**config.mk**
```make
export PLATFORM = sky130hd
export DESIGN_NAME = burst_col_seq
export DESIGN_NICKNAME = d
export VERILOG_FILES = /design/src/rtl/bcs_pkg.sv /design/src/rtl/bcs_len_decode.sv /design/src/rtl/bcs_beat_addr.sv /design/src/rtl/burst_col_seq.sv
export SDC_FILE = /design/constraint.sdc
export NUM_CORES = 1
export LEC_CHECK = 0
export ABC_AREA = 1
export CAP_MARGIN = 20
export CORE_MARGIN = 2
export CORE_UTILIZATION = 30
export DETAILED_ROUTE_END_ITERATION = 6
export PLACE_DENSITY_LB_ADDON = 0.25
export SYNTH_ARGS = -nofsm -noshare
export SYNTH_HDL_FRONTEND = slang
export SYNTH_SLANG_ARGS = --single-unit
export TNS_END_PERCENT = 50
```
**constraint.sdc**
```tcl
create_clock -name clk_i -period 1.65 [get_ports clk_i]
set_input_delay 0.33 -clock clk_i [delete_from_list [all_inputs] [get_ports clk_i]]
set_output_delay 0.33 -clock clk_i [all_outputs]
set_load 0.02 [all_outputs]
```
**src/rtl/bcs_pkg.sv**
```systemverilog
package bcs_pkg;
  localparam int unsigned LEN_CODE_W = 3;
  localparam logic [LEN_CODE_W-1:0] LEN_CODE_2 = 3'b001;
  localparam logic [LEN_CODE_W-1:0] LEN_CODE_4 = 3'b010;
  localparam logic [LEN_CODE_W-1:0] LEN_CODE_8 = 3'b011;

  typedef enum logic {
    ORDER_SEQ  = 1'b0,
    ORDER_XOR  = 1'b1
  } beat_order_e;
endpackage

```
**src/rtl/bcs_len_decode.sv**
```systemverilog
module bcs_len_decode
  import bcs_pkg::*;
#(
  parameter int unsigned IDX_W = 3
) (
  input  logic [LEN_CODE_W-1:0] code_i,
  output logic [IDX_W-1:0]      mask_o,
  output logic                  legal_o
);
  always_comb begin
    mask_o  = '0;
    legal_o = 1'b1;
    unique case (code_i)
      LEN_CODE_2: mask_o = IDX_W'(1);
      LEN_CODE_4: mask_o = IDX_W'(3);
      LEN_CODE_8: mask_o = IDX_W'(7);
      default:    legal_o = 1'b0;
    endcase
  end
endmodule

```
**src/rtl/bcs_beat_addr.sv**
```systemverilog
module bcs_beat_addr
  import bcs_pkg::*;
#(
  parameter int unsigned COL_W = 9,
  parameter int unsigned IDX_W = 3
) (
  input  logic [COL_W-1:0] base_i,
  input  logic [IDX_W-1:0] idx_i,
  input  logic [IDX_W-1:0] mask_i,
  input  beat_order_e      order_i,
  output logic [COL_W-1:0] col_o
);
  logic [IDX_W-1:0] low_seq;
  logic [IDX_W-1:0] low_xor;
  logic [IDX_W-1:0] low_pick;

  assign low_seq  = base_i[IDX_W-1:0] + idx_i;
  assign low_xor  = base_i[IDX_W-1:0] ^ idx_i;
  assign low_pick = (order_i == ORDER_XOR) ? low_xor : low_seq;

  genvar b;
  generate
    for (b = 0; b < COL_W; b++) begin : g_bit
      if (b < IDX_W) begin : g_low
        assign col_o[b] = mask_i[b] ? low_pick[b] : base_i[b];
      end else begin : g_high
        assign col_o[b] = base_i[b];
      end
    end
  endgenerate
endmodule

```
**src/rtl/burst_col_seq.sv**
```systemverilog
module burst_col_seq
  import bcs_pkg::*;
#(
  parameter int unsigned COL_W = 9,
  parameter int unsigned IDX_W = 3
) (
  input  logic                  clk_i,
  input  logic                  rst_i,
  input  logic                  start_i,
  input  logic [COL_W-1:0]      start_col_i,
  input  logic [LEN_CODE_W-1:0] len_code_i,
  input  logic                  order_i,
  input  logic                  stop_i,
  output logic [COL_W-1:0]      beat_col_o,
  output logic                  beat_valid_o,
  output logic                  beat_last_o,
  output logic                  len_err_o
);
  logic [IDX_W-1:0] dec_mask;
  logic             dec_legal;

  logic [COL_W-1:0] base_q;
  logic [IDX_W-1:0] mask_q;
  beat_order_e      order_q;
  logic [IDX_W-1:0] idx_q;
  logic [COL_W-1:0] col_q;
  logic             valid_q;
  logic             last_q;
  logic             err_q;
  logic [COL_W-1:0] next_col;
  logic             advance;

  bcs_len_decode #(.IDX_W(IDX_W)) u_dec (
    .code_i  (len_code_i),
    .mask_o  (dec_mask),
    .legal_o (dec_legal)
  );

  bcs_beat_addr #(.COL_W(COL_W), .IDX_W(IDX_W)) u_addr (
    .base_i  (base_q),
    .idx_i   (idx_q),
    .mask_i  (mask_q),
    .order_i (order_q),
    .col_o   (next_col)
  );

  assign advance = valid_q && !last_q && !stop_i;

  always_ff @(posedge clk_i) begin
    if (rst_i) begin
      base_q  <= '0;
      mask_q  <= '0;
      order_q <= ORDER_SEQ;
      idx_q   <= '0;
      col_q   <= '0;
      valid_q <= 1'b0;
      last_q  <= 1'b0;
      err_q   <= 1'b0;
    end else if (start_i) begin
      err_q <= !dec_legal;
      if (dec_legal) begin
        base_q  <= start_col_i;
        mask_q  <= dec_mask;
        order_q <= beat_order_e'(order_i);
        idx_q   <= IDX_W'(1);
        col_q   <= start_col_i;
        valid_q <= 1'b1;
        last_q  <= 1'b0;
      end else begin
        valid_q <= 1'b0;
        last_q  <= 1'b0;
      end
    end else begin
      err_q <= 1'b0;
      if (advance) begin
        col_q   <= next_col;
        last_q  <= (idx_q == mask_q);
        idx_q   <= idx_q + IDX_W'(1);
        valid_q <= 1'b1;
      end else begin
        valid_q <= 1'b0;
        last_q  <= 1'b0;
      end
    end
  end

  assign beat_col_o   = col_q;
  assign beat_valid_o = valid_q;
  assign beat_last_o  = last_q;
  assign len_err_o    = err_q;
endmodule

```
==> results_dict.tcl, run 1 <==
set metrics [dict create \
    critPathArrivalTime_ns 1.27 \
    max-vdd-ir-drop_v 0.000370 \
    place_ws_ns 0.0167 \
    largest_net_degree_at_the_start_of_global_routing 20 \
    synth_cells 154 \
    placement_rows 23 \
    yosys.area.top_type "dfxtp_1" \
    synth.net_count 175 \
    setup_slack_ns 0.0530 \
    detail_route.vias_per_cell 4.67 \
    most_instantiated_cells_after_synthesis "nand2_1, dfxtp_1, o21ai_0, a21oi_1, inv_1" \
    hold_start "base_q[8]$_SDFFE_PP0P_" \
    grt_pass1_vias 1096 \
    detailedRoute.firstPassIterationCount 4 \
    syn_area_per_cell_um2 8.47 \
    n_fill_cell 418 \
    final_period_minus_worst_setup_slack_ns 1.60 \
    postSynth.topFlopCell "dfxtp_1" \
    whs_endpoint "base_q[8]$_SDFFE_PP0P_" \
    die_w_um 69.9 \
    via_count 1121 \
    grt.met3_usage_pct 3.17 \
    relSlewSlack_pct 69.7 \
    met2_usage_pct 21.7 \
    detailed_place_hpwl_mm 2.31 \
    cp_max_fo 2 \
    setup_repair_after_global_routing_missed_its_margin "false" \
    r2r_cells 8 \
    ant_nets 0 \
    portBuffers 28 \
    setup.reg_to_reg.worst_slack_ns 0.16 \
    synth_enable_flop_cells 0 \
    cts-root-to-sink-buffers 2 \
    fin_setup_tns_ns 0 \
    crit_path_end_kind "primary output" \
    ctsRootBufferMaster "clkbuf_8" \
    core_um2 4090 \
    ys_seq_area_share_pct 43.0 \
    setup_violations 0 \
    worstPathRequired_ns 1.32 \
    grt_antenna_before_repair 0 \
    critPathKind "reg2out" \
    crit-reg2reg-launch "base_q[0]$_SDFFE_PP0P_" \
    drcViolationCount 0 \
    synth_top_cells_by_area "dfxtp_1, nand2_1, o21ai_0, a21oi_1, a31oi_1" \
    cts_max_level 1 \
    total_leakage_power_nw 0.661 \
    grt_remaining_overflow 0 \
    finalHoldViolations 0 \
    io_pins 29 \
    max_slew.worst_pin.slew_ns 0.454 \
    area_growth_pct 32.9 \
    async_flop_share_pct 0 \
    groute.usage.overall_pct 13.2 \
    synth_largest_type_area_fraction_pct 43.0 \
    worst_clock_skew_ns 0.00105 \
    hold_class "reg2reg" \
    holdPathStages 2 \
    cap_violations 0 \
    final_min_period_over_clock_period_pct 96.8 \
    synth_most_common_cell "nand2_1" \
    final_nets 212 \
    crit_buf_inv 1 \
    crit_slowest_cell "clkdlybuf4s50_1" \
    cts_tree "yes" \
    die_height_um 69.9 \
    share_of_layout_cells_above_drive_strength_1_pct 16.3 \
    busiest_layer "met2" \
    gpl.final_weighted_congestion 0.812 \
    outcome "finished, final reports clean" \
    postCtsSetupRepairBufs 0 \
    cts-buffers-inserted 3 \
    insertion_delay_ns 0.28 \
    drt_wl_total_mm 3.02 \
    timing_max_transition_violations_final 0 \
    initialDrtViolationCount 30 \
    cts_hold_buffers 0 \
    dieArea_um2 4890 \
    synth-warning-count 0 \
    crit_path_start_kind "register" \
    grt_first_pass_wirelength_mm 5.15 \
    clock_sink_count 28 \
    netlist_area_um2 1300 \
    start_util_pct 31.9 \
    max_stage_delay_ns 0.62 \
    post_synth_num_cell_types 34 \
    cts.clk_slew.worst_paths_ns 0.09 \
    ant_diodes 0 \
    achievable-frequency_mhz 626 \
    critical_path.reg2reg.endpoint "beat_col_o[2]$_SDFFE_PP0P_" \
    design_power_total_mw 1.44 \
    post_cts.resized_instances 1 \
    critical_path.top_delay_family "buffers and inverters" \
    gr-usage-met1_pct 17.1 \
    routed_length_per_instance_um 12.6 \
    worstPathCellList "clkdlybuf4s50_1" \
    postSynthRegisterBits 28 \
    critical_path.startpoint "beat_col_o[2]$_SDFFE_PP0P_" \
    powerDensity_nw_per_um2 830 \
]
## cell usage in the layout (no fill, tap or decap), drive strengths merged
cell           Yosys  layout
a21oi             15      15
a221oi             1       1
a31oi              7       7
buf                6      11
clkbuf             1       4
clkdlybuf4s50      0      27
clkinv             1       1
dfxtp             28      28
dlygate4sd2        0       1
fa                 1       1
ha                 3       3
inv               13      13
nand2             33      33
nand3              9       9
nand4              1       1
nor2               9       9
nor3               3       3
o211ai             1       1
o21a               1       1
o21ai             17      17
o22ai              1       1
xnor2              3       3
## how the worst max path moves through the flow
stage / endpoint / slack (ns) / cells after the start
CTS: beat_col_o[2] / 0.03 / 1
global route: beat_last_o / 0.02 / 1
global placement: beat_col_o[2]$_SDFFE_PP0P_ / 0.04 / 9
detailed placement: beat_col_o[2]$_SDFFE_PP0P_ / 0.02 / 9
finish: beat_col_o[2] / 0.05 / 1
floorplan: beat_col_o[2]$_SDFFE_PP0P_ / 0.21 / 8
## cell type report
type	instances	area, um2	share of cell area, %
Inverter	14	61.3	3.54
Sequential cell	28	561	32.3
Clock buffer	4	55.1	3.18
Timing Repair Buffer	39	374	21.6
Tap cell	50	62.6	3.61
Multi-Input combinational cell	105	619	35.7
## routing by layer
metal	part of all wire, %	up-vias
li1	-	587
met1	48	507
met2	46	24
met3	4.4	3
met4	1.3	0
met5	0	-
## worst register-to-register path: cells and delay by family, from the launching register on
family	cells	cell delay [ns]
DFF	1	0.33
AOI/OAI and AO/OA	1	0.05
and+or+nand+nor	5	0.42
adders and majority gates	2	0.60
## stage by stage
| stage | cells | utilization [%] | cell area, um2 | hold WS (ns) |
|---|---|---|---|---|
| final | 240 | 42.4 | 1730 | 0.452 |
| after global routing | 240 | 42.4 | 1730 | 0.464 |
| after CTS | 240 | 42.4 | 1730 | 0.454 |
| after detailed placement | 236 | 41.1 | 1680 | 0.438 |
| after global placement | 236 | 41.1 | 1680 | 0.434 |
| after floorplan | 154 | - | 1300 | 0.396 |
## flip-flops by register name, summed over array words and instances, names as in the netlist
| register | cells |
|---|---|
| base_q | 9 |
| beat_col_o | 9 |
| beat_last_o | 1 |
| beat_valid_o | 1 |
| idx_q | 3 |
| len_err_o | 1 |
| mask_q | 3 |
| order_q | 1 |
## cells by family (layout without fill, tap and decap cells)
kind of cell	count (synthesis)	after routing	synth area share, %
xor+xnor	3	3	2.02
buf+inv	21	57	9.50
simple gates	55	55	21.7
compound gates	43	43	19.4
fa+ha+maj	4	4	4.41
flops	28	28	43.0
## power by group
part / internal [mW] / switching (mW) / total (mW)
logic: 0.128 / 0.135 / 0.263
registers: 0.714 / 0.0233 / 0.737
clock network: 0.214 / 0.224 / 0.438
total: 1.06 / 0.382 / 1.44
(Power assumes the default switching activity.)
==> inputs of run 2 (changes only) <==
Settings changed: CORE_UTILIZATION 30 to 49.
==> results_dict.tcl, run 2 (synthesized netlist as in run 1, its figures left out) <==
set metrics [dict create \
    outcome "finished, final reports clean" \
    initialDrtViolationCount 24 \
    start_util_pct 52.2 \
    layout.cells.most_common "nand2_1" \
    worst_clock_skew_ns 0.00439 \
    max_slew.worst_pin.slew_ns 0.448 \
    relSlewSlack_pct 70.1 \
    most-common-layout-cells "nand2_1, dfxtp_1, clkdlybuf4s50_1" \
    largest_net_degree_at_the_start_of_global_routing 20 \
    cts_max_level 1 \
    n_fill_cell 206 \
    fin_area_um2 1700 \
    powerDensity_nw_per_um2 778 \
    finalHoldViolations 0 \
    io_pins 29 \
    gpl.final_weighted_congestion 0.837 \
    dieArea_um2 3090 \
    max_stage_delay_ns 0.60 \
    grt_first_pass_wirelength_mm 4.98 \
    drt_wl_total_mm 2.89 \
    cp_max_fo 2 \
    grt_pass1_vias 1185 \
    placement_rows 18 \
    detail_route.vias_per_cell 5.23 \
    worstPathCellList "clkdlybuf4s50_1" \
    cts-root-to-sink-buffers 2 \
    share_of_layout_cells_above_drive_strength_1_pct 16.4 \
    detailed_place_hpwl_mm 2.20 \
    worstPathRequired_ns 1.32 \
    final_period_minus_worst_setup_slack_ns 1.61 \
    insertion_delay_ns 0.33 \
    critical_path.top_delay_family "buffers and inverters" \
    portBuffers 28 \
    drcViolationCount 0 \
    postCtsSetupRepairBufs 0 \
    ctsRootBufferMaster "clkbuf_4" \
    final_nets 211 \
    core_um2 2500 \
    detailedRoute.firstPassIterationCount 4 \
    grt_antenna_before_repair 0 \
    groute.usage.overall_pct 20.2 \
    via_count 1145 \
    grt_remaining_overflow 0 \
    setup_violations 0 \
    critPathArrivalTime_ns 1.28 \
    post-route-util_pct 68.2 \
    max-vdd-ir-drop_v 0.000725 \
    achievable-frequency_mhz 621 \
    timing.hold.ws_ns 0.459 \
    dpl-instance-area_um2 1650 \
    crit_slowest_cell "clkdlybuf4s50_1" \
    crit_buf_inv 1 \
    cts-buffers-inserted 3 \
    critPathKind "reg2out" \
    crit_path_end_kind "primary output" \
    die_w_um 55.6 \
    ant_diodes 0 \
    cts_hold_buffers 0 \
    final_min_period_over_clock_period_pct 97.7 \
    cts.clk_slew.worst_paths_ns 0.14 \
    clock_sink_count 28 \
    area_growth_pct 30.7 \
    cts_tree "yes" \
    routed_length_per_instance_um 13.2 \
    hold_class "reg2reg" \
    crit_path_start_kind "register" \
    cap_violations 0 \
    ant_nets 0 \
    total_leakage_power_nw 0.785 \
    die_height_um 55.6 \
    timing_max_transition_violations_final 0 \
]
## run 2: cell count changes in the layout (fill, tap and decap cells not counted), sizes merged
cell           previous run  this run
clkdlybuf4s50            27        18
dlymetal6s2s              0         8
dlygate4sd2               1         2
buf                      11        10
## run 2: through the flow
stage	total power, mW	TNS (ns)	worst slack (ns)	instances
floorplan	0.898	0	0.213	154
global placement	1.01	0	0.0462	215
finish	1.33	0	0.0385	219
CTS	1.34	0	0.00394	219
detailed placement	1.01	-0.00559	-0.00559	215
global route	1.40	-0.0287	-0.0287	219
## run 2: repair_timing
action / CTS / global route
setup endpoints to repair: 2 / 9
pin swaps: 0 / 0
resized for setup: 2 / 9
## run 2: final timing paths
kind / startpoint / endpoint / slack [ns] / cells past startpoint
worst max-delay path: beat_col_o[4]$_SDFFE_PP0P_ / beat_col_o[4] / 0.04 / 1
worst min-delay path: base_q[6]$_SDFFE_PP0P_ / base_q[6]$_SDFFE_PP0P_ / 0.46 / 2
worst max register to register: base_q[0]$_SDFFE_PP0P_ / beat_col_o[1]$_SDFFE_PP0P_ / 0.05 / 6
worst min register to register: base_q[6]$_SDFFE_PP0P_ / base_q[6]$_SDFFE_PP0P_ / 0.46 / 2
## run 2: power breakdown
| group | switching, mW | total (mW) | internal, mW |
|---|---|---|---|
| logic | 0.135 | 0.258 | 0.123 |
| clock network | 0.195 | 0.330 | 0.135 |
| registers | 0.0231 | 0.738 | 0.714 |
## run 2: final cells by class
cell class                      instances  area, um2  area share [%]
Sequential cell                        28        561            32.9
Inverter                               14       61.3            3.60
Tap cell                               30       37.5            2.20
Timing Repair Buffer                   38        385            22.6
Multi-Input combinational cell        105        623            36.6
Clock buffer                            4       36.3            2.13
## run 2: per-layer routing
layer | wire, um | up-vias | track usage (%)
li1 | - | 591 | -
met1 | 1220 | 524 | 23.8
met2 | 1490 | 24 | 36.6
met3 | 106 | 6 | 2.79
met4 | 68 | 0 | 8.36
met5 | 0 | - | 0
==> inputs of run 3 (changes only) <==
Settings changed: CORE_ASPECT_RATIO set to 1.5, CTS_CLUSTER_SIZE set to 14.
==> results_dict.tcl, run 3 (synthesized netlist as in run 1, its figures left out) <==
set metrics [dict create \
    cap_violations 0 \
    routed-wl-met2_mm 1.53 \
    critPathKind "reg2out" \
    grt_remaining_overflow 0 \
    cts_hold_buffers 0 \
    routed_length_per_instance_um 13.5 \
    die_w_um 46.1 \
    worst_clock_skew_ns 0.00463 \
    io_pins 29 \
    cts_max_level 1 \
    detailedRoute.firstPassIterationCount 4 \
    max_slew.worst_pin.slew_ns 0.460 \
    initialDrtViolationCount 23 \
    setup.reg_to_reg.worst_slack_ns 0.13 \
    gpl.final_weighted_congestion 0.832 \
    outcome "finished, final reports clean" \
    total_leakage_power_nw 0.777 \
    ant_diodes 0 \
    most-common-layout-cells "nand2_1, dfxtp_1, o21ai_0, clkdlybuf4s50_1, a21oi_1" \
    critical_path.top_delay_family "buffers and inverters" \
    achievable-frequency_mhz 637 \
    core_um2 2480 \
    fin_setup_tns_ns 0 \
    drcViolationCount 0 \
    ant_nets 0 \
    cts.clk_slew.worst_paths_ns 0.14 \
    insertion_delay_ns 0.32 \
    wl_met1_mm 1.19 \
    detailed_place_hpwl_mm 2.16 \
    worstPathRequired_ns 1.32 \
    critical_path.reg2reg.endpoint "beat_col_o[2]$_SDFFE_PP0P_" \
    layout.cells.most_common "nand2_1" \
    via_count 1138 \
    area_growth_pct 26.9 \
    dpl-instance-area_um2 1610 \
    die_height_um 67.2 \
    cp_max_fo 1 \
    portBuffers 28 \
    final_nets 209 \
    crit-reg2reg-launch "base_q[0]$_SDFFE_PP0P_" \
    hold_class "reg2reg" \
    detail_route.vias_per_cell 5.42 \
    timing.hold.ws_ns 0.454 \
    holdPathStages 2 \
    hold_start "base_q[8]$_SDFFE_PP0P_" \
    crit_slowest_cell "clkdlybuf4s50_1" \
    cts-buffers-inserted 3 \
    numPlacedInstances 207 \
    layoutNonFillerInstCount 210 \
    met3_length_um 75 \
    grt_first_pass_wirelength_mm 4.77 \
    grt_antenna_before_repair 0 \
    groute.usage.overall_pct 20.6 \
    drt_wl_total_mm 2.83 \
    fin_area_um2 1650 \
    crit_path_end_kind "primary output" \
    largest_net_degree_at_the_start_of_global_routing 20 \
    grt_pass1_vias 1164 \
    finalHoldViolations 0 \
    route.top_layer_used "met4" \
    dieArea_um2 3100 \
    whs_endpoint "base_q[8]$_SDFFE_PP0P_" \
    critPathArrivalTime_ns 1.24 \
    setup_violations 0 \
    cts-root-to-sink-buffers 2 \
    share_of_layout_cells_above_drive_strength_1_pct 14.5 \
    final_min_period_over_clock_period_pct 95.2 \
    max-vdd-ir-drop_v 0.000603 \
    crit_path_start_kind "register" \
    powerDensity_nw_per_um2 761 \
    crit_buf_inv 1 \
    timing_max_transition_violations_final 0 \
    placement_rows 22 \
    ctsRootBufferMaster "clkbuf_4" \
    clock_sink_count 28 \
    setup_repair_after_global_routing_missed_its_margin "false" \
    cts_tree "yes" \
    max_stage_delay_ns 0.59 \
    worstPathCellList "clkdlybuf4s50_1" \
    final_period_minus_worst_setup_slack_ns 1.57 \
    r2r_cells 9 \
    relSlewSlack_pct 69.3 \
    start_util_pct 52.6 \
]
==> run 3: power by group <==
group	internal, mW	switching, mW
clock network	0.0856	0.188
registers	0.714	0.0225
logic	0.116	0.132
==> run 3: layout make-up <==
class                      instances  area, um2
tap                               24       30.0
inverter                          14       61.3
sequential                        28        561
clock buffer                       3       22.5
fill                             220        823
multi-input combinational        105        619
timing repair buffer              36        360
==> run 3: worst max-delay path by stage <==
stage | start | endpoint | slack (ns) | depth (start not counted)
floorplan | idx_q[0]$_SDFFE_PP0P_ | beat_col_o[2]$_SDFFE_PP0P_ | 0.21 | 8
global placement | len_code_i[1] | base_q[6]$_SDFFE_PP0P_ | 0.01 | 7
detailed placement | start_i | idx_q[2]$_SDFFE_PP0P_ | -0.08 | 7
CTS | beat_last_o$_SDFF_PP0_ | beat_last_o | 0.01 | 1
global route | base_q[0]$_SDFFE_PP0P_ | beat_col_o[2]$_SDFFE_PP0P_ | 0.02 | 8
finish | len_err_o$_SDFF_PP0_ | len_err_o | 0.08 | 1
==> run 3: tightest hold or removal path, stage by stage, from the launching register on <==
cell	delay [ns]
dfxtp_1	0.33
inv_1	0.04
a21oi_1	0.05
==> run 3: per-layer routing <==
metal,vias up,track usage (%)
li1,581,-
met1,531,24.7
met2,22,36.6
met3,4,2.14
met4,0,7.50
met5,-,0
==> run 3: repair_timing <==
item | in CTS | in global routing
endpoints found under the hold margin | 0 | 0
resized for setup | 2 | 9
setup buffers | 0 | 0
endpoints found under the setup margin | 2 | 9
==> run 3: stage by stage <==
| step | utilization, % | power, mW | worst slack [ns] |
|---|---|---|---|
| floorplan | - | 0.898 | 0.213 |
| global placement | 65.1 | 1.00 | 0.0134 |
| detailed placement | 65.1 | 1.01 | -0.0843 |
| CTS | 65.9 | 1.28 | 0.0137 |
| global route | 66.8 | 1.34 | 0.0204 |
| finish | 66.8 | 1.26 | 0.0797 |
